File: src/rtl/ipc_mailbox_pkg.sv
package ipc_mailbox_pkg;

  // Kind of register an address falls into.
  typedef enum logic [1:0] {
    ACC_NONE = 2'd0,
    ACC_SET  = 2'd1,
    ACC_CLR  = 2'd2,
    ACC_EN   = 2'd3
  } acc_kind_e;

  // Fixed map geometry (byte offsets).
  localparam int unsigned MAP_SET_BASE    = 32'h80;
  localparam int unsigned MAP_CORE_STRIDE = 32'h10;
  localparam int unsigned MAP_WORD_BYTES  = 32'h4;
  localparam int unsigned MAP_EN_BASE     = 32'h50;

endpackage

File: src/rtl/ipc_mailbox_decode.sv
module ipc_mailbox_decode
  import ipc_mailbox_pkg::*;
#(
  parameter int ADDR_W    = 8,
  parameter int NUM_CORES = 4,
  parameter int NUM_SLOTS = 4,
  parameter int IDX_W     = 4,
  parameter int CORE_W    = 2
) (
  input  logic [ADDR_W-1:0] addr,
  output acc_kind_e         kind,
  output logic [IDX_W-1:0]  mb_idx,
  output logic [CORE_W-1:0] en_core
);

  localparam int unsigned SPAN     = NUM_CORES * MAP_CORE_STRIDE;
  localparam int unsigned CLR_BASE = MAP_SET_BASE + SPAN;
  localparam int unsigned EN_END   = MAP_EN_BASE + NUM_CORES * MAP_WORD_BYTES;

  logic [31:0] a;
  logic [31:0] set_off;
  logic [31:0] clr_off;
  logic [31:0] set_slot;
  logic [31:0] clr_slot;

  always_comb begin
    a        = 32'(addr);
    set_off  = a - MAP_SET_BASE;
    clr_off  = a - CLR_BASE;
    set_slot = (set_off % MAP_CORE_STRIDE) / MAP_WORD_BYTES;
    clr_slot = (clr_off % MAP_CORE_STRIDE) / MAP_WORD_BYTES;
  end

  always_comb begin
    kind    = ACC_NONE;
    mb_idx  = '0;
    en_core = '0;
    if (a[1:0] == 2'b00) begin
      if (a >= MAP_SET_BASE && set_off < SPAN && set_slot < NUM_SLOTS) begin
        kind   = ACC_SET;
        mb_idx = IDX_W'((set_off / MAP_CORE_STRIDE) * NUM_SLOTS + set_slot);
      end else if (a >= CLR_BASE && clr_off < SPAN && clr_slot < NUM_SLOTS) begin
        kind   = ACC_CLR;
        mb_idx = IDX_W'((clr_off / MAP_CORE_STRIDE) * NUM_SLOTS + clr_slot);
      end else if (a >= MAP_EN_BASE && a < EN_END) begin
        kind    = ACC_EN;
        en_core = CORE_W'((a - MAP_EN_BASE) / MAP_WORD_BYTES);
      end
    end
  end

endmodule

File: src/rtl/ipc_mailbox_cell.sv
module ipc_mailbox_cell #(
  parameter int DATA_W = 32
) (
  input  logic              clk,
  input  logic              rst,
  input  logic              set_en,
  input  logic              clr_en,
  input  logic [DATA_W-1:0] wdata,
  output logic [DATA_W-1:0] word_q
);

  // Set and clear never coincide: the bus carries one access per cycle.
  always_ff @(posedge clk) begin
    if (rst) begin
      word_q <= '0;
    end else if (set_en) begin
      word_q <= word_q | wdata;
    end else if (clr_en) begin
      word_q <= word_q & ~wdata;
    end
  end

endmodule

File: src/rtl/ipc_mailbox_irq.sv
module ipc_mailbox_irq #(
  parameter int NUM_SLOTS = 4,
  parameter int DATA_W    = 32
) (
  input  logic                        clk,
  input  logic                        rst,
  input  logic                        en_wr,
  input  logic [NUM_SLOTS-1:0]        en_wdata,
  input  logic [NUM_SLOTS*DATA_W-1:0] words,
  output logic [NUM_SLOTS-1:0]        en_q,
  output logic                        irq_q
);

  logic [NUM_SLOTS-1:0] pending;

  for (genvar s = 0; s < NUM_SLOTS; s++) begin : g_pend
    assign pending[s] = en_q[s] && (|words[s*DATA_W +: DATA_W]);
  end

  always_ff @(posedge clk) begin
    if (rst) begin
      en_q  <= '0;
      irq_q <= 1'b0;
    end else begin
      if (en_wr) en_q <= en_wdata;
      irq_q <= |pending;
    end
  end

endmodule

File: src/rtl/ipc_mailbox_regs.sv
module ipc_mailbox_regs
  import ipc_mailbox_pkg::*;
#(
  parameter int ADDR_W    = 8,
  parameter int DATA_W    = 32,
  parameter int NUM_CORES = 4,
  parameter int NUM_SLOTS = 4
) (
  input  logic                 clk,
  input  logic                 rst,
  input  logic                 req_valid,
  input  logic                 req_write,
  input  logic [ADDR_W-1:0]    req_addr,
  input  logic [DATA_W-1:0]    req_wdata,
  output logic [DATA_W-1:0]    rd_data,
  output logic [NUM_CORES-1:0] irq
);

  localparam int TOTAL  = NUM_CORES * NUM_SLOTS;
  localparam int IDX_W  = (TOTAL > 1) ? $clog2(TOTAL) : 1;
  localparam int CORE_W = (NUM_CORES > 1) ? $clog2(NUM_CORES) : 1;

  acc_kind_e               kind;
  logic [IDX_W-1:0]        mb_idx;
  logic [CORE_W-1:0]       en_core;
  logic                    wr_acc;
  logic                    rd_acc;
  logic [TOTAL*DATA_W-1:0] mbox_flat;
  logic [TOTAL-1:0]        en_flat;
  logic [DATA_W-1:0]       rd_next;

  assign wr_acc = req_valid && req_write;
  assign rd_acc = req_valid && !req_write;

  ipc_mailbox_decode #(
    .ADDR_W   (ADDR_W),
    .NUM_CORES(NUM_CORES),
    .NUM_SLOTS(NUM_SLOTS),
    .IDX_W    (IDX_W),
    .CORE_W   (CORE_W)
  ) u_decode (
    .addr   (req_addr),
    .kind   (kind),
    .mb_idx (mb_idx),
    .en_core(en_core)
  );

  for (genvar c = 0; c < NUM_CORES; c++) begin : g_core
    for (genvar s = 0; s < NUM_SLOTS; s++) begin : g_slot
      localparam int K = c * NUM_SLOTS + s;
      logic hit;
      assign hit = wr_acc && (mb_idx == IDX_W'(K));
      ipc_mailbox_cell #(.DATA_W(DATA_W)) u_cell (
        .clk   (clk),
        .rst   (rst),
        .set_en(hit && kind == ACC_SET),
        .clr_en(hit && kind == ACC_CLR),
        .wdata (req_wdata),
        .word_q(mbox_flat[K*DATA_W +: DATA_W])
      );
    end

    ipc_mailbox_irq #(
      .NUM_SLOTS(NUM_SLOTS),
      .DATA_W   (DATA_W)
    ) u_irq (
      .clk     (clk),
      .rst     (rst),
      .en_wr   (wr_acc && kind == ACC_EN && en_core == CORE_W'(c)),
      .en_wdata(req_wdata[NUM_SLOTS-1:0]),
      .words   (mbox_flat[c*NUM_SLOTS*DATA_W +: NUM_SLOTS*DATA_W]),
      .en_q    (en_flat[c*NUM_SLOTS +: NUM_SLOTS]),
      .irq_q   (irq[c])
    );
  end

  always_comb begin
    rd_next = '0;
    if (rd_acc) begin
      case (kind)
        ACC_CLR: rd_next = mbox_flat[mb_idx*DATA_W +: DATA_W];
        ACC_EN:  rd_next[NUM_SLOTS-1:0] = en_flat[en_core*NUM_SLOTS +: NUM_SLOTS];
        default: rd_next = '0;
      endcase
    end
  end

  always_ff @(posedge clk) begin
    if (rst) rd_data <= '0;
    else     rd_data <= rd_next;
  end

endmodule

File: config.mk
export PLATFORM = sky130hd
export DESIGN_NAME = ipc_mailbox_regs
export DESIGN_NICKNAME = d
export VERILOG_FILES = /design/src/rtl/ipc_mailbox_pkg.sv /design/src/rtl/ipc_mailbox_decode.sv /design/src/rtl/ipc_mailbox_cell.sv /design/src/rtl/ipc_mailbox_irq.sv /design/src/rtl/ipc_mailbox_regs.sv
export SDC_FILE = /design/constraint.sdc
export NUM_CORES = 1
export LEC_CHECK = 0
export CAP_MARGIN = 40
export CORE_ASPECT_RATIO = 1.5
export CORE_UTILIZATION = 40
export CTS_CLUSTER_DIAMETER = 40
export DETAILED_ROUTE_END_ITERATION = 12
export RECOVER_POWER = 100
export SYNTH_ARGS = -nofsm -noshare
export SYNTH_HDL_FRONTEND = slang
export SYNTH_SLANG_ARGS = --single-unit
File: constraint.sdc
create_clock -name clk -period 5.13 [get_ports clk]
set_clock_uncertainty 0.05 [all_clocks]
set_input_delay 0.7695 -clock clk [delete_from_list [all_inputs] [get_ports clk]]
set_output_delay 0.7695 -clock clk [all_outputs]
set_load 0.05 [all_outputs]
==> flow_summary.json <==
{
  "rows": 115,
  "critPathTopFamily": "buffers and inverters",
  "finalCritPeriodShare_pct": 79.5,
  "cp_slowest_cell": "clkbuf_2",
  "p_seq_share_pct": 44.2,
  "coreArea_um2": 65600,
  "finalCriticalPeriod_ps": 4080,
  "final_util_pct": 46.6,
  "vias": 25200,
  "clock_path_buffers": 3,
  "synthFlopType": "dfxtp_1",
  "synth_edf_count": 0,
  "hpwl_um": 66500,
  "ant_nets": 0,
  "ys_types": 50,
  "grt_pass1_wl_um": 148000,
  "layout-drive-gt1-share_pct": 7.98,
  "power.share.clock_pct": 50.0,
  "p_leak_uw": 0.0110,
  "drc": 0,
  "regArea_um2": 11300,
  "crit_buf_inv": 2,
  "grt-ovfl-total": 0,
  "internal_power_uw": 7420,
  "synth_warnings": 0,
  "vias_per_cell": 5.98,
  "cts_setup_buffers": 0,
  "grt_max_degree": 207,
  "io_pins": 80,
  "netlist_instances": 3369,
  "synth_compound_area_share_pct": 19.1,
  "grt_pass1_vias": 23700,
  "slew_headroom_pct": -42.7,
  "drt-pass1-iter-count": 8,
  "final_nets": 3326,
  "grt_usage_pct": 28.9,
  "finalWirelength_um": 98400,
  "async_flop_share_pct": 0,
  "antenna_found_initial": 3,
  "synth-simple-area-share_pct": 23.8,
  "dp_slack_ps": 1310,
  "path_clk_slew_ps": 60,
  "postCtsHoldBufs": 0,
  "area_growth_pct": 14.9,
  "ys_seq_area_share_pct": 42.4,
  "mappedNetlistArea_um2": 26600,
  "io_buffer_count": 79,
  "synth_area_per_cell_um2": 7.90,
  "clkLatencyLatePin_ps": 630,
  "cts.sinks": 564,
  "crit_arrival_ps": 4540,
  "stdcell_area_um2": 30600,
  "place_congestion": 0.939,
  "fp.dieH_um": 318,
  "tightest_slew_ps": 2140,
  "synth_xor_xnor_area_share_pct": 0,
  "worstSetupEndpointType": "register",
  "cts_tree": "built",
  "synth_fp_nets": 3413,
  "htree_levels": 3,
  "required_ps": 5590,
  "p_switching_uw": 2500,
  "cts_resized": 0,
  "fmax_mhz": 245,
  "pwr_density_cell_nw_per_um2": 325,
  "drt_iter0_drc": 2932,
  "die_x_um": 213,
  "final_cell_mix": "nor2_1 (638), nand2_1 (571), dfxtp_1 (564), a22oi_1 (387), mux2i_1 (222)",
  "yosys.area_share.adder_pct": 0,
  "violations": "capacitance limit, slew limit",
  "slew_viol_final": 107,
  "tns_ps": 0,
  "combPwrFrac_pct": 5.9,
  "multi_input_comb_area_um2": 13800,
  "swShare_pct": 25.2,
  "status": "complete, but fails checks",
  "finalHoldViolCount": 0,
  "min_path_type": "register to register",
  "synth-seq-cells": 564,
  "fill_cells": 6529,
  "cp_cell_sequence": "dlygate4sd3_1 > or3b_4 > nor2_1 > clkbuf_2 > o22ai_1 > a221o_1 > o21ai_0",
  "die_area_um2": 67600,
  "routedWlPerCell_um": 23.4,
  "setup_ws_ps": 1050,
  "setup_viol": 0,
  "layout_commonest_cell": "nor2_1",
  "rsz0062_at_grt": "false",
  "worst_setup_path_start_kind": "input pin",
  "start_util_pct": 40.5,
  "cts-root-buf": "clkbuf_16",
  "synth_top_family_by_area": "simple AND/OR/NAND/NOR gates",
  "vdd_drop_max_mv": 0.213,
  "cap_violations": 2,
  "cts_made_buffers": 67,
  "synthMuxAreaShare_pct": 8.90,
  "worst-setup-path-type": "input pin to register",
  "placed_area_um2": 28400,
  "path_max_fanout": 73,
  "max_stage_delay_ps": 1240
}
worst register-to-register path, cell delays in order (launching register included):
cell and delay [ps]:
dfxtp_1 330, nor4_1 810, nand4_1 460, o21ai_0 280
a41oi_1 270
Yosys cell counts (2+ instances only):
master	n	share of area (%)
nor2_1	649	9.2
nand2_1	571	8.1
dfxtp_1	564	42
a22oi_1	387	11
clkbuf_1	235	3.3
mux2i_1	222	8.4
a21oi_1	163	3.1
nor4_1	128	3.0
o221ai_1	112	3.7
buf_2	108	2.0
nand3_1	50	0.94
nand4_1	35	0.82
o21ai_0	32	0.60
and4_1	28	0.92
buf_4	9	0.25
mux2_2	7	0.30
o22ai_1	7	0.16
buf_1	6	0.085
nor2_2	6	0.14
a41oi_1	4	0.13
and2_1	3	0.071
mux4_2	3	0.25
nor2b_1	3	0.071
nor3_1	3	0.056
nor3b_1	3	0.085
a221o_1	2	0.075
a222oi_1	2	0.075
and3_1	2	0.047
nand2b_1	2	0.047
nor2_4	2	0.085
nor3_2	2	0.075
stage by stage:
| stage | std cells | total power (µW) | hold slack [ps] |
|---|---|---|---|
| 2_1_floorplan | 3369 | 4840 | 393 |
| 3_3_place_gp | 4044 | 5010 | 407 |
| 3_5_place_dp | 4090 | 5060 | 412 |
| 4_1_cts | 4211 | 9990 | 419 |
| 5_1_grt | 4212 | 10200 | 452 |
| 6_report | 4213 | 9930 | 419 |
layer usage:
| layer | track usage [%] | vias to the layer above | routed length (µm) |
|---|---|---|---|
| li1 | - | 11800 | - |
| met1 | 32.9 | 12000 | 36600 |
| met2 | 49.4 | 1080 | 48500 |
| met3 | 3.01 | 327 | 5430 |
| met4 | 21.9 | 0 | 7920 |
| met5 | 0 | - | 0 |
area by class of cell:
cell class              instances  area share [%]
well taps                     877            3.59
clock inverters                37            1.43
flip-flops and latches        564            36.9
diodes                          2          0.0164
clock buffers                  84            6.06
multi-input cells            2446            45.3
repair buffers                203            6.68
power groups by stage:
stage / clock, µW / combinational, µW / sequential (µW)
floorplan: 0 / 354 / 4480
global placement: 0 / 531 / 4480
detailed placement: 0 / 576 / 4480
CTS: 5020 / 576 / 4380
global route: 5190 / 615 / 4380
finish: 4960 / 582 / 4390
final timing paths:
kind	startpoint	endpoint	slack (ps)	cells past startpoint
max	req_addr[7]	rd_data[3]	1050	7
min	g_core[2].u_irq.en_q[3]	g_core[2].u_irq.en_q[3]	420	2
max reg2reg	register	g_core[1].u_irq.irq_q	2720	4
min reg2reg	g_core[2].u_irq.en_q[3]	g_core[2].u_irq.en_q[3]	420	2
logic make-up after synthesis:
logic type             count (synthesis)
buffers and inverters                359
AND/OR/NAND/NOR                     1493
flip-flops                           564
AO/OA/AOI/OAI                        721
multiplexers                         232
No activity file was read; power rests on OpenSTA's default activity.
